--- src/rtl/fpmov_pkg.sv ---
package fpmov_pkg;

   typedef enum logic [2:0] {
      K_NONE,
      K_MOVE,
      K_LOAD,
      K_STORE,
      K_FLIP_BANK,
      K_FLIP_SIZE
   } kind_e;

   typedef enum logic [1:0] {
      AM_IND,
      AM_IDX,
      AM_POST,
      AM_PRE
   } amode_e;

   typedef struct packed {
      kind_e      kind;
      amode_e     amode;
      logic [3:0] fd;
      logic [3:0] fs;
   } dec_t;

   localparam logic [15:0] OPC_FLIP_BANK = 16'hFBFD;
   localparam logic [15:0] OPC_FLIP_SIZE = 16'hF3FD;
   localparam logic [3:0]  OPC_CLASS     = 4'hF;

endpackage

--- src/rtl/fpmov_decode.sv ---
module fpmov_decode
   import fpmov_pkg::*;
(
   input  logic [15:0] op,
   output dec_t        dec
);

   always_comb begin
      dec.kind  = K_NONE;
      dec.amode = AM_IND;
      dec.fd    = op[11:8];
      dec.fs    = op[7:4];
      if (op == OPC_FLIP_BANK) begin
         dec.kind = K_FLIP_BANK;
      end else if (op == OPC_FLIP_SIZE) begin
         dec.kind = K_FLIP_SIZE;
      end else if (op[15:12] == OPC_CLASS) begin
         case (op[3:0])
            4'h6: begin dec.kind = K_LOAD;  dec.amode = AM_IDX;  end
            4'h7: begin dec.kind = K_STORE; dec.amode = AM_IDX;  end
            4'h8: begin dec.kind = K_LOAD;  dec.amode = AM_IND;  end
            4'h9: begin dec.kind = K_LOAD;  dec.amode = AM_POST; end
            4'hA: begin dec.kind = K_STORE; dec.amode = AM_IND;  end
            4'hB: begin dec.kind = K_STORE; dec.amode = AM_PRE;  end
            4'hC: begin dec.kind = K_MOVE;  end
            default: dec.kind = K_NONE;
         endcase
      end
   end

endmodule

--- src/rtl/fpmov_agen.sv ---
module fpmov_agen
   import fpmov_pkg::*;
#(
   parameter int ADDR_W = 32
)(
   input  amode_e              amode,
   input  logic                wide,
   input  logic [ADDR_W-1:0]   r0,
   input  logic [ADDR_W-1:0]   base,
   output logic [ADDR_W-1:0]   addr,
   output logic [ADDR_W-1:0]   base_new,
   output logic                wb_en
);

   logic [ADDR_W-1:0] step;
   logic [ADDR_W-1:0] dec_base;

   assign step     = wide ? ADDR_W'(8) : ADDR_W'(4);
   assign dec_base = base - step;

   always_comb begin
      addr     = base;
      base_new = base;
      wb_en    = 1'b0;
      case (amode)
         AM_IDX:  addr = base + r0;
         AM_POST: begin
            base_new = base + step;
            wb_en    = 1'b1;
         end
         AM_PRE: begin
            addr     = dec_base;
            base_new = dec_base;
            wb_en    = 1'b1;
         end
         default: ;
      endcase
   end

endmodule

--- src/rtl/fpmov_regfile.sv ---
module fpmov_regfile #(
   parameter int REG_W = 32,
   parameter int NREG  = 16
)(
   input  logic                          clk,
   input  logic                          rst,
   input  logic [$clog2(NREG):0]         rd_addr,
   output logic [REG_W-1:0]              rd_hi,
   output logic [REG_W-1:0]              rd_lo,
   input  logic                          we_hi,
   input  logic [$clog2(NREG):0]         wa_hi,
   input  logic [REG_W-1:0]              wd_hi,
   input  logic                          we_lo,
   input  logic [$clog2(NREG):0]         wa_lo,
   input  logic [REG_W-1:0]              wd_lo,
   input  logic [$clog2(NREG):0]         dbg_addr,
   output logic [REG_W-1:0]              dbg_data
);

   localparam int IDX_W = $clog2(NREG);
   localparam int AW    = IDX_W + 1;

   if (NREG < 2 || (NREG % 2) != 0) begin : g_bad_nreg
      $error("fpmov_regfile: NREG must be even and at least 2");
   end

   logic [1:0][REG_W-1:0] bk_hi;
   logic [1:0][REG_W-1:0] bk_lo;
   logic [1:0][REG_W-1:0] bk_dbg;

   logic [IDX_W-1:0] rd_idx_lo;
   assign rd_idx_lo = {rd_addr[IDX_W-1:1], 1'b1};

   for (genvar b = 0; b < 2; b++) begin : g_bank
      logic [REG_W-1:0] q [NREG];
      logic             hit_hi;
      logic             hit_lo;

      assign hit_hi = we_hi && (wa_hi[AW-1] == 1'(b));
      assign hit_lo = we_lo && (wa_lo[AW-1] == 1'(b));

      always_ff @(posedge clk) begin
         if (rst) begin
            for (int i = 0; i < NREG; i++) q[i] <= '0;
         end else begin
            if (hit_hi) q[wa_hi[IDX_W-1:0]] <= wd_hi;
            if (hit_lo) q[wa_lo[IDX_W-1:0]] <= wd_lo;
         end
      end

      assign bk_hi[b]  = q[rd_addr[IDX_W-1:0]];
      assign bk_lo[b]  = q[rd_idx_lo];
      assign bk_dbg[b] = q[dbg_addr[IDX_W-1:0]];
   end

   assign rd_hi    = bk_hi[rd_addr[AW-1]];
   assign rd_lo    = bk_lo[rd_addr[AW-1]];
   assign dbg_data = bk_dbg[dbg_addr[AW-1]];

   // a pair write lands in one bank on two distinct words
   a_r3_pair_same_bank: assert property (@(posedge clk) disable iff (rst)
      (we_hi && we_lo) |-> (wa_hi != wa_lo) && (wa_hi[AW-1] == wa_lo[AW-1]));

endmodule

--- src/rtl/fpmov_unit.sv ---
module fpmov_unit
   import fpmov_pkg::*;
#(
   parameter int ADDR_W = 32,
   parameter int REG_W  = 32
)(
   input  logic                  clk,
   input  logic                  rst,
   input  logic                  op_valid,
   output logic                  op_ready,
   input  logic [15:0]           op_code,
   input  logic [ADDR_W-1:0]     r0_val,
   input  logic [ADDR_W-1:0]     rm_val,
   input  logic [ADDR_W-1:0]     rn_val,
   output logic                  mem_valid,
   input  logic                  mem_ready,
   output logic                  mem_we,
   output logic [ADDR_W-1:0]     mem_addr,
   output logic [2*REG_W-1:0]    mem_wdata,
   input  logic [2*REG_W-1:0]    mem_rdata,
   output logic                  base_wb_valid,
   output logic [3:0]            base_wb_idx,
   output logic [ADDR_W-1:0]     base_wb_data,
   output logic                  bank_sel,
   output logic                  size_sel,
   input  logic [4:0]            dbg_addr,
   output logic [REG_W-1:0]      dbg_data
);

   localparam int IDX_W  = 4;
   localparam int NREG   = 1 << IDX_W;
   localparam int RA_W   = IDX_W + 1;
   localparam int PAIR_W = 2 * REG_W;

   if (ADDR_W < 8) begin : g_bad_addr
      $error("fpmov_unit: ADDR_W must be at least 8");
   end
   if (REG_W < 8) begin : g_bad_reg
      $error("fpmov_unit: REG_W must be at least 8");
   end

   dec_t dec;
   fpmov_decode u_dec (.op(op_code), .dec(dec));

   logic bank_q, size_q, busy_q;
   logic fire, commit;

   assign fire   = op_valid && !busy_q;
   assign commit = busy_q && mem_ready;

   // source and destination physical addresses for the current opcode
   logic            src_bank, dst_bank;
   logic [IDX_W-1:0] src_idx, dst_idx;

   assign src_bank = size_q ? (bank_q ^ dec.fs[0]) : bank_q;
   assign dst_bank = size_q ? (bank_q ^ dec.fd[0]) : bank_q;
   assign src_idx  = size_q ? {dec.fs[IDX_W-1:1], 1'b0} : dec.fs;
   assign dst_idx  = size_q ? {dec.fd[IDX_W-1:1], 1'b0} : dec.fd;

   // address generation
   logic [ADDR_W-1:0] ag_base, ag_addr, ag_new;
   logic              ag_wb;

   assign ag_base = (dec.kind == K_LOAD) ? rm_val : rn_val;

   fpmov_agen #(.ADDR_W(ADDR_W)) u_agen (
      .amode    (dec.amode),
      .wide     (size_q),
      .r0       (r0_val),
      .base     (ag_base),
      .addr     (ag_addr),
      .base_new (ag_new),
      .wb_en    (ag_wb)
   );

   // register file
   logic [REG_W-1:0] rd_hi, rd_lo;
   logic             we_hi, we_lo;
   logic [RA_W-1:0]  wa_hi, wa_lo;
   logic [REG_W-1:0] wd_hi, wd_lo;

   fpmov_regfile #(.REG_W(REG_W), .NREG(NREG)) u_rf (
      .clk      (clk),
      .rst      (rst),
      .rd_addr  ({src_bank, src_idx}),
      .rd_hi    (rd_hi),
      .rd_lo    (rd_lo),
      .we_hi    (we_hi),
      .wa_hi    (wa_hi),
      .wd_hi    (wd_hi),
      .we_lo    (we_lo),
      .wa_lo    (wa_lo),
      .wd_lo    (wd_lo),
      .dbg_addr (dbg_addr),
      .dbg_data (dbg_data)
   );

   // pending access, captured at issue
   logic [ADDR_W-1:0] p_addr, p_base_new;
   logic [PAIR_W-1:0] p_wdata;
   logic              p_we, p_wide, p_wb;
   logic [RA_W-1:0]   p_dst;
   logic [3:0]        p_base_idx;
   logic              is_mem;

   assign is_mem = (dec.kind == K_LOAD) || (dec.kind == K_STORE);

   always_ff @(posedge clk) begin
      if (rst) begin
         bank_q     <= 1'b0;
         size_q     <= 1'b0;
         busy_q     <= 1'b0;
         p_addr     <= '0;
         p_base_new <= '0;
         p_wdata    <= '0;
         p_we       <= 1'b0;
         p_wide     <= 1'b0;
         p_wb       <= 1'b0;
         p_dst      <= '0;
         p_base_idx <= '0;
      end else begin
         if (commit) busy_q <= 1'b0;
         if (fire) begin
            if (dec.kind == K_FLIP_BANK) bank_q <= ~bank_q;
            if (dec.kind == K_FLIP_SIZE) size_q <= ~size_q;
            if (is_mem) begin
               busy_q     <= 1'b1;
               p_addr     <= ag_addr;
               p_base_new <= ag_new;
               p_wb       <= ag_wb;
               p_we       <= (dec.kind == K_STORE);
               p_wide     <= size_q;
               p_dst      <= {dst_bank, dst_idx};
               p_base_idx <= (dec.kind == K_LOAD) ? dec.fs : dec.fd;
               p_wdata    <= size_q ? {rd_hi, rd_lo} : {{REG_W{1'b0}}, rd_hi};
            end
         end
      end
   end

   // write port steering: load commit or same-cycle move
   always_comb begin
      we_hi = 1'b0;
      we_lo = 1'b0;
      wa_hi = {dst_bank, dst_idx};
      wa_lo = {dst_bank, dst_idx[IDX_W-1:1], 1'b1};
      wd_hi = rd_hi;
      wd_lo = rd_lo;
      if (commit && !p_we) begin
         we_hi = 1'b1;
         we_lo = p_wide;
         wa_hi = p_dst;
         wa_lo = {p_dst[RA_W-1:1], 1'b1};
         wd_hi = p_wide ? mem_rdata[PAIR_W-1:REG_W] : mem_rdata[REG_W-1:0];
         wd_lo = mem_rdata[REG_W-1:0];
      end else if (fire && dec.kind == K_MOVE) begin
         we_hi = 1'b1;
         we_lo = size_q;
      end
   end

   assign op_ready      = !busy_q;
   assign mem_valid     = busy_q;
   assign mem_we        = p_we;
   assign mem_addr      = p_addr;
   assign mem_wdata     = p_wdata;
   assign base_wb_valid = commit && p_wb;
   assign base_wb_idx   = p_base_idx;
   assign base_wb_data  = p_base_new;
   assign bank_sel      = bank_q;
   assign size_sel      = size_q;

   // reset leaves modes clear and no request
   a_r1_reset_state: assert property (@(posedge clk) disable iff (rst)
      $past(rst) |-> !mem_valid && !bank_sel && !size_sel);

   // bank toggle inverts the bank select
   a_r4_bank_flip: assert property (@(posedge clk) disable iff (rst)
      (fire && dec.kind == K_FLIP_BANK) |=> (bank_sel != $past(bank_sel)) && $stable(size_sel));

   // size toggle inverts the size bit only
   a_r5_size_flip: assert property (@(posedge clk) disable iff (rst)
      (fire && dec.kind == K_FLIP_SIZE) |=> (size_sel != $past(size_sel)) && $stable(bank_sel));

   // pre-decrement store updates the base to the access address
   a_r7_predec_base: assert property (@(posedge clk) disable iff (rst)
      (base_wb_valid && mem_we) |-> base_wb_data == mem_addr);

   // post-increment load advances the base by one step
   a_r7_postinc_step: assert property (@(posedge clk) disable iff (rst)
      (base_wb_valid && !mem_we) |->
         (base_wb_data - mem_addr) == (size_sel ? ADDR_W'(8) : ADDR_W'(4)));

   // request held steady until accepted
   a_r9_hold: assert property (@(posedge clk) disable iff (rst)
      (mem_valid && !mem_ready) |=>
         mem_valid && $stable(mem_addr) && $stable(mem_wdata) && $stable(mem_we));

   // base strobe only on acceptance
   a_r9_wb_on_accept: assert property (@(posedge clk) disable iff (rst)
      base_wb_valid |-> mem_valid && mem_ready);

   // no new opcode while a request is outstanding
   a_r9_busy_blocks: assert property (@(posedge clk) disable iff (rst)
      mem_valid |-> !op_ready);

endmodule

--- config.mk ---
export PLATFORM = sky130hd
export DESIGN_NAME = fpmov_unit
export DESIGN_NICKNAME = d
export VERILOG_FILES = /design/src/rtl/fpmov_pkg.sv /design/src/rtl/fpmov_decode.sv /design/src/rtl/fpmov_agen.sv /design/src/rtl/fpmov_regfile.sv /design/src/rtl/fpmov_unit.sv
export SDC_FILE = /design/constraint.sdc
export NUM_CORES = 2
export LEC_CHECK = 0
export BUFFER_PORTS_ARGS = -buffer_cell sky130_fd_sc_hd__clkbuf_2
export CAP_MARGIN = 15
export CORE_MARGIN = 3
export CORE_UTILIZATION = 30
export DETAILED_ROUTE_END_ITERATION = 6
export PLACE_DENSITY = 0.43
export SLEW_MARGIN = 20
export SYNTH_ARGS = -nofsm -noshare
export SYNTH_HDL_FRONTEND = slang
export SYNTH_SLANG_ARGS = --single-unit
--- constraint.sdc ---
create_clock -name clk -period 11.7 [get_ports clk]
set_input_delay 0.585 -clock clk [delete_from_list [all_inputs] [get_ports clk]]
set_output_delay 0.585 -clock clk [all_outputs]
set_load 0.02 [all_outputs]
**After elaboration in Yosys (flattened, before gate mapping)**

Memory sizes are Yosys's and may differ from the RTL's.
Cells that the tools add are included.
Widths: inputs -> output; s select.

- Bits in registers: 143
- RAM bits: 1024
- Output and inout bits: 170
- Word-level logic and storage cells: 127
- Memories: 2

Memory list:

| name | words | bits a word | read ports | clocked after Yosys merged registers in | write ports | RTL line | text |
|---|---|---|---|---|---|---|---|
| u_rf.g_bank[0].q | 16 | 32 | 3 | 0 | 16 | fpmov_regfile.sv:35 | `logic [REG_W-1:0] q [NREG];` |
| u_rf.g_bank[1].q | 16 | 32 | 3 | 0 | 16 | fpmov_regfile.sv:35 |  |

- Add/subtract/negate cells: 3
- $lt $le $gt $ge: 2
- Equal/unequal tests: 18
- Muxes and demuxes: 62
- Bitwise operators: 6
- Reduce and logical (&&, ||, !) cells: 23

Operators by type and width:

| kind | number |
|---|---|
| $mux 32 | 14 |
| $pmux 32 s2 | 2 |
| $reduce_or 32->1 | 4 |
| $add 32x32->32 | 2 |
| $mux 64 | 1 |
| $eq 16x16->1 const B | 2 |
| $sub 32x32->32 | 1 |
| $mux 1 | 30 |
| $mux 4 | 7 |
| $eq 4x4->1 const B | 6 |
| $pmux 2 s3 | 2 |
| $mux 5 | 2 |
| $logic_and 1x1->1 | 9 |
| $eq 4x3->1 const B | 2 |
| $eq 3x2->1 const B | 2 |
| $eq 3x3->1 const B | 2 |
| $mux 3 | 2 |
| $reduce_and 2->1 | 3 |
| $reduce_or 3->1 | 2 |
| $eq 2x2->1 const B | 2 |
| $lt 1x2->1 const B | 2 |
| $mux 2 | 2 |
| $not 1->1 | 4 |
| $reduce_or 2->1 | 2 |
| other kinds (5) | 7 |

**Longest topological paths before layout**

- Word-level depth: 16
- Mapped depth: 21
- Depth with buffers taken out: 17

**Modules after synthesis**

A second synthesis with hierarchy kept.

- Cells, all modules: 5345
- Area, all modules: 70236.1 um2

Modules (own cells, without submodules):

| module | times used | cells each | area an instance (um2) | seq. area each (um2) |
|---|---|---|---|---|
| fpmov_regfile | 1 | 3848 | 58972.8 | 30749.5 |
| fpmov_unit | 1 | 831 | 7218.2 | 2862.7 |
| fpmov_agen | 1 | 640 | 3848.7 | 0.0 |
| fpmov_decode | 1 | 26 | 196.4 | 0.0 |

**Worst setup path before layout**

OpenSTA, ideal clock, no wires.

- Path type: in2reg
- Start point: input op_code[14]
- End point: register p_addr[28], in the netlist mem_addr[28]
- Setup time: 0.133 ns
- Data arrival time: 4.606 ns
- Path slack: 6.961 ns
- Stages on the path: 21
- Cells stage by stage: and4_1 -> clkbuf_1 -> o21a_1 -> nand2_2 -> buf_2 -> buf_2 -> buf_1 -> mux2i_1 -> inv_1 -> ha_1 -> inv_1 -> fa_1 -> nor2b_1 -> o311ai_0 -> a311oi_1 -> nor2_1 -> a211oi_1 -> o41ai_1 -> o21a_1 -> mux2i_1 -> a311oi_1

- Longest elaborated chain between the ends: 8

RTL lines:

| item | RTL line | text |
|---|---|---|
| start: declaration | fpmov_unit.sv:11 | `input logic [15:0] op_code,` |
| $eq 4x4->1 | fpmov_decode.sv:17 | `end else if (op[15:12] == OPC_CLASS) begin` |
| $mux 4 | fpmov_decode.sv:17 |  |
| $mux 3 | fpmov_decode.sv:15 | `end else if (op == OPC_FLIP_SIZE) begin` |
| $mux 3 * | fpmov_decode.sv:13 | `if (op == OPC_FLIP_BANK) begin` |
| $eq 3x2->1 * | fpmov_unit.sv:64 | `assign ag_base = (dec.kind == K_LOAD) ? rm_val : rn_val;` |
| $mux 32 * | fpmov_unit.sv:64 |  |
| named net ag_base[0] | fpmov_unit.sv:61 | `logic [ADDR_W-1:0] ag_base, ag_addr, ag_new;` |
| $sub 32x32->32 or $add 32x32->32 (tied branches) | fpmov_agen.sv:19, fpmov_agen.sv:26 |  |
| $pmux 32 s2 * | fpmov_agen.sv:25 | `case (amode)` |
| end signal: assignment | fpmov_unit.sv:128 | `p_addr <= ag_addr;` |
| end: declaration | fpmov_unit.sv:99 | `logic [ADDR_W-1:0] p_addr, p_base_new;` |

Mark *: on every way through the listed nets, which the timed path passes. The rest lies on a longest branch.
A chain may end at the register's enable or synchronous reset.

==> impl_results.md <==
* Via Count at 49800
* Cell Area, Synth at 65400 µm²
* Htree depth at 4
* Sw frac at 27.9%
* DP Cell Count at 7677
* Gate power share at 13.8%
* Die height at ~470 µm
* Unrepaired setup endpoints after global routing: no
* Period utilization at 44.9%
* Crit Path Max Fanout at 24
* Initial drt markers at approximately 6400
* Initial cell density of the core at 30.3%
* Post-layout nets at 5208
* Final setup TNS at 0 ns
* Asr flop ratio synth at 0%
* Worst VDD drop at 0.000167 V
* TritonRoute pass-1 iters at 6
* Sequential share of power at between 40% and 50%
* Synthesis-to-finish area growth at 14.3%
* Internal power at 7.58 mW
* HPWL Detailed at between 150000 and 200000 µm
* Clock Tree Buf Depth at 3
* Avg Inst Size Synth at 13.5 µm²
* Vias/cell at 6.27
* First-pass GRT wire length at between 400000 and 500000 µm
* Fmax achieved at 191 MHz
* Row Count at 170
* Cts bufs inserted at roughly 140
* Final hold viol count at 0
* Residual DRC at 0
* TritonCTS clock tree: done
* Reg-to-reg slack, setup at roughly 6.5 ns
* Critical path data required time at between 10 and 15 ns
* Final setup violation count at 0
* Synth Net Count at 5089
* Die X at around 470 µm
* Hold_buf cts at 0
* Min Clock Period, post-route at ~5.2 ns
* Max-slew violations at 0
* Mapped Cells at about 4900
* EDFF count, synth at 1024
* Clock skew at 0.0379 ns
* Hold WC Path Type: input pin to flip-flop
* Total gr overflow at 0
* DRT Wirelength at 307000 µm
* Clock power frac at 41.3%
* Gpl congestion at 0.880
* Synth Register Bits at 1167
* WS Path Type: flip-flop to flip-flop
* # IOs at 355
* Switch Pwr at between 2 and 3 mW
* Average wire per standard cell at 38.7 µm
* Clk slew on worst S/H paths at 0.06 ns
* DIE AREA at 224000 µm²
* Clock Latency Late Sink at 0.85 ns
* Largest net degree at the start of global routing at 153
* CP Capture Type: flip-flop
* Layout cell share with drive strength beyond 1 at 31.3%
* CP Launch Type: flip-flop
* Critical path arrival at 5.77 ns
* IO Port Bufs at 354
* Status: finished, final reports clean
* Antenna violations before repair at 4
* GRT Total Usage at 26.8%
* Max-slew headroom at 19.1%
* PD cells at 141 nW/µm²
* Post-CTS setup buffer count at 0
* Worst hold slack at 0.0831 ns
* CTS sink count at 1167
* Library cells used by synthesis at just over 80
* Root Buffer: clkbuf_16
* # resized after CTS at 0
* Register area share after synthesis at 51.4%
* Vias in the first global route at 49000
* Synthesis warning total at 0
* Non-filler cells, final at about 8000
* Core Region at ~220000 µm²
* Most used DFF post-synth: edfxtp_1
* Post-route ant nets at 0
* P_leak at 26.0 nW
* Worst-margin pin slew at 1.21 ns
* Max_cap viols at 0
## layout make-up
cell class / instances / area (µm²)
clock buffer: 181 / 3700
fill: 21000 / 141000
timing repair buffer: 507 / 3090
clock inverter: 71 / 709
multi-input combinational: 3127 / 30000
sequential: 1167 / 33600
inverter: 38 / 144
tap: 2838 / 3550
antenna: 1 / 2.50
## critical path, stage by stage, from the launching register on
cell,delay (ns)
dfxtp_4,0.84
nand2_1,0.26
xor2_4,0.90
buf_4,0.62
buf_4,0.56
mux2_2,0.50
o21ai_2,0.62
buf_4,0.35
o22ai_1,0.10
## power by group through the flow
stage | combinational, mW | clock, mW | sequential (mW)
global route | 1.52 | 4.56 | 4.72
finish | 1.45 | 4.34 | 4.71
CTS | 1.45 | 4.39 | 4.71
detailed placement | 1.44 | 0 | 4.79
global placement | 1.44 | 0 | 4.79
floorplan | 0.917 | 0 | 4.77
## cell usage in the layout, fill, tap and decap left out, types with 41 or more instances in the layout
| cell type | n |
|---|---|
| mux2i_1 | 94 |
| edfxtp_1 | 1024 |
| clkbuf_2 | 345 |
| dfxtp_1 | 141 |
| a211oi_1 | 50 |
| clkbuf_16 | 140 |
| mux4_2 | 672 |
| o22ai_1 | 517 |
| xnor2_1 | 41 |
| buf_4 | 147 |
| o21ai_0 | 55 |
| mux2_2 | 69 |
| nor2_1 | 781 |
| nand2_1 | 172 |
| nor3_1 | 67 |
| a21oi_1 | 113 |
## cell families after synthesis
group,count (synthesis),synth area share [%]
simple gates,1245,8.09
xor+xnor,61,0.817
mux,840,25.8
compound gates,938,9.26
flops,1167,51.4
buf+inv,567,3.77
fa+ha+maj,43,0.857
## routing by layer
layer	vias up	share of wire, %	track usage [%]
met5	-	0.0039	0
met1	26300	38	34.0
met2	3201	48	44.2
met4	2	4.6	11.4
li1	19700	-	-
met3	602	9.3	5.80
## metrics by stage
| step | power (mW) | cell area [µm²] | util (%) | setup slack (ns) |
|---|---|---|---|---|
| 2_1_floorplan | 5.69 | 65400 | - | 6.96 |
| 6_report | 10.5 | 74800 | 34.7 | 6.45 |
| 4_1_cts | 10.6 | 74800 | 34.7 | 6.48 |
| 5_1_grt | 10.8 | 74800 | 34.7 | 6.34 |
| 3_3_place_gp | 6.23 | 70300 | 32.6 | 5.50 |
| 3_5_place_dp | 6.24 | 70400 | 32.6 | 5.63 |
## sequential cells by signal (all words and copies together) (netlist names)
register       cells
u_rf.g_bank.q   1024
mem_wdata         64
size_sel           1
bank_sel           1
p_wide             1
base_wb_data      32
p_wb               1
p_dst              5
mem_valid          1
mem_we             1
mem_addr          32
base_wb_idx        4
## path summary, 6_finish.rpt
path,from,endpoint,cells after the start
setup / recovery,size_sel$_SDFFE_PP0P_,u_rf.g_bank[1].q[15][8]$_DFFE_PP_,8
hold / removal,mem_ready,mem_valid$_SDFF_PP0_,3
setup reg to reg,size_sel$_SDFFE_PP0P_,u_rf.g_bank[1].q[15][8]$_DFFE_PP_,8
hold reg to reg,p_wb$_SDFFE_PP0P_,p_wb$_SDFFE_PP0P_,2
## Yosys cell counts, drive strengths merged, types with 4 or more instances
library cell | n | share of area (%)
o211ai | 7 | 0.080
a22oi | 39 | 0.45
o21ai | 96 | 0.92
or4 | 12 | 0.15
a211oi | 50 | 0.57
nor3 | 67 | 0.51
edfxtp | 1024 | 47
a31oi | 21 | 0.20
buf | 304 | 2.3
ha | 40 | 0.76
mux2i | 99 | 1.5
and3 | 17 | 0.16
clkbuf | 225 | 1.3
a21oi | 114 | 0.89
nor2 | 789 | 4.6
dfxtp | 143 | 4.4
mux4 | 672 | 23
nor2b | 5 | 0.052
nor3b | 5 | 0.057
a21boi | 4 | 0.046
mux2 | 69 | 1.2
nand4 | 9 | 0.086
xor2 | 20 | 0.27
a221oi | 9 | 0.13
a311oi | 11 | 0.15
inv | 38 | 0.22
nand2 | 224 | 1.4
nor4 | 19 | 0.19
o22ai | 517 | 4.9
a21o | 8 | 0.092
xnor2 | 41 | 0.55
and2 | 7 | 0.067
or3 | 25 | 0.24
nand3 | 26 | 0.20
o21bai | 23 | 0.26
o21a | 10 | 0.11
nand2b | 23 | 0.23
or2 | 7 | 0.067
Note: power is estimated with default switching activity, not from simulation.
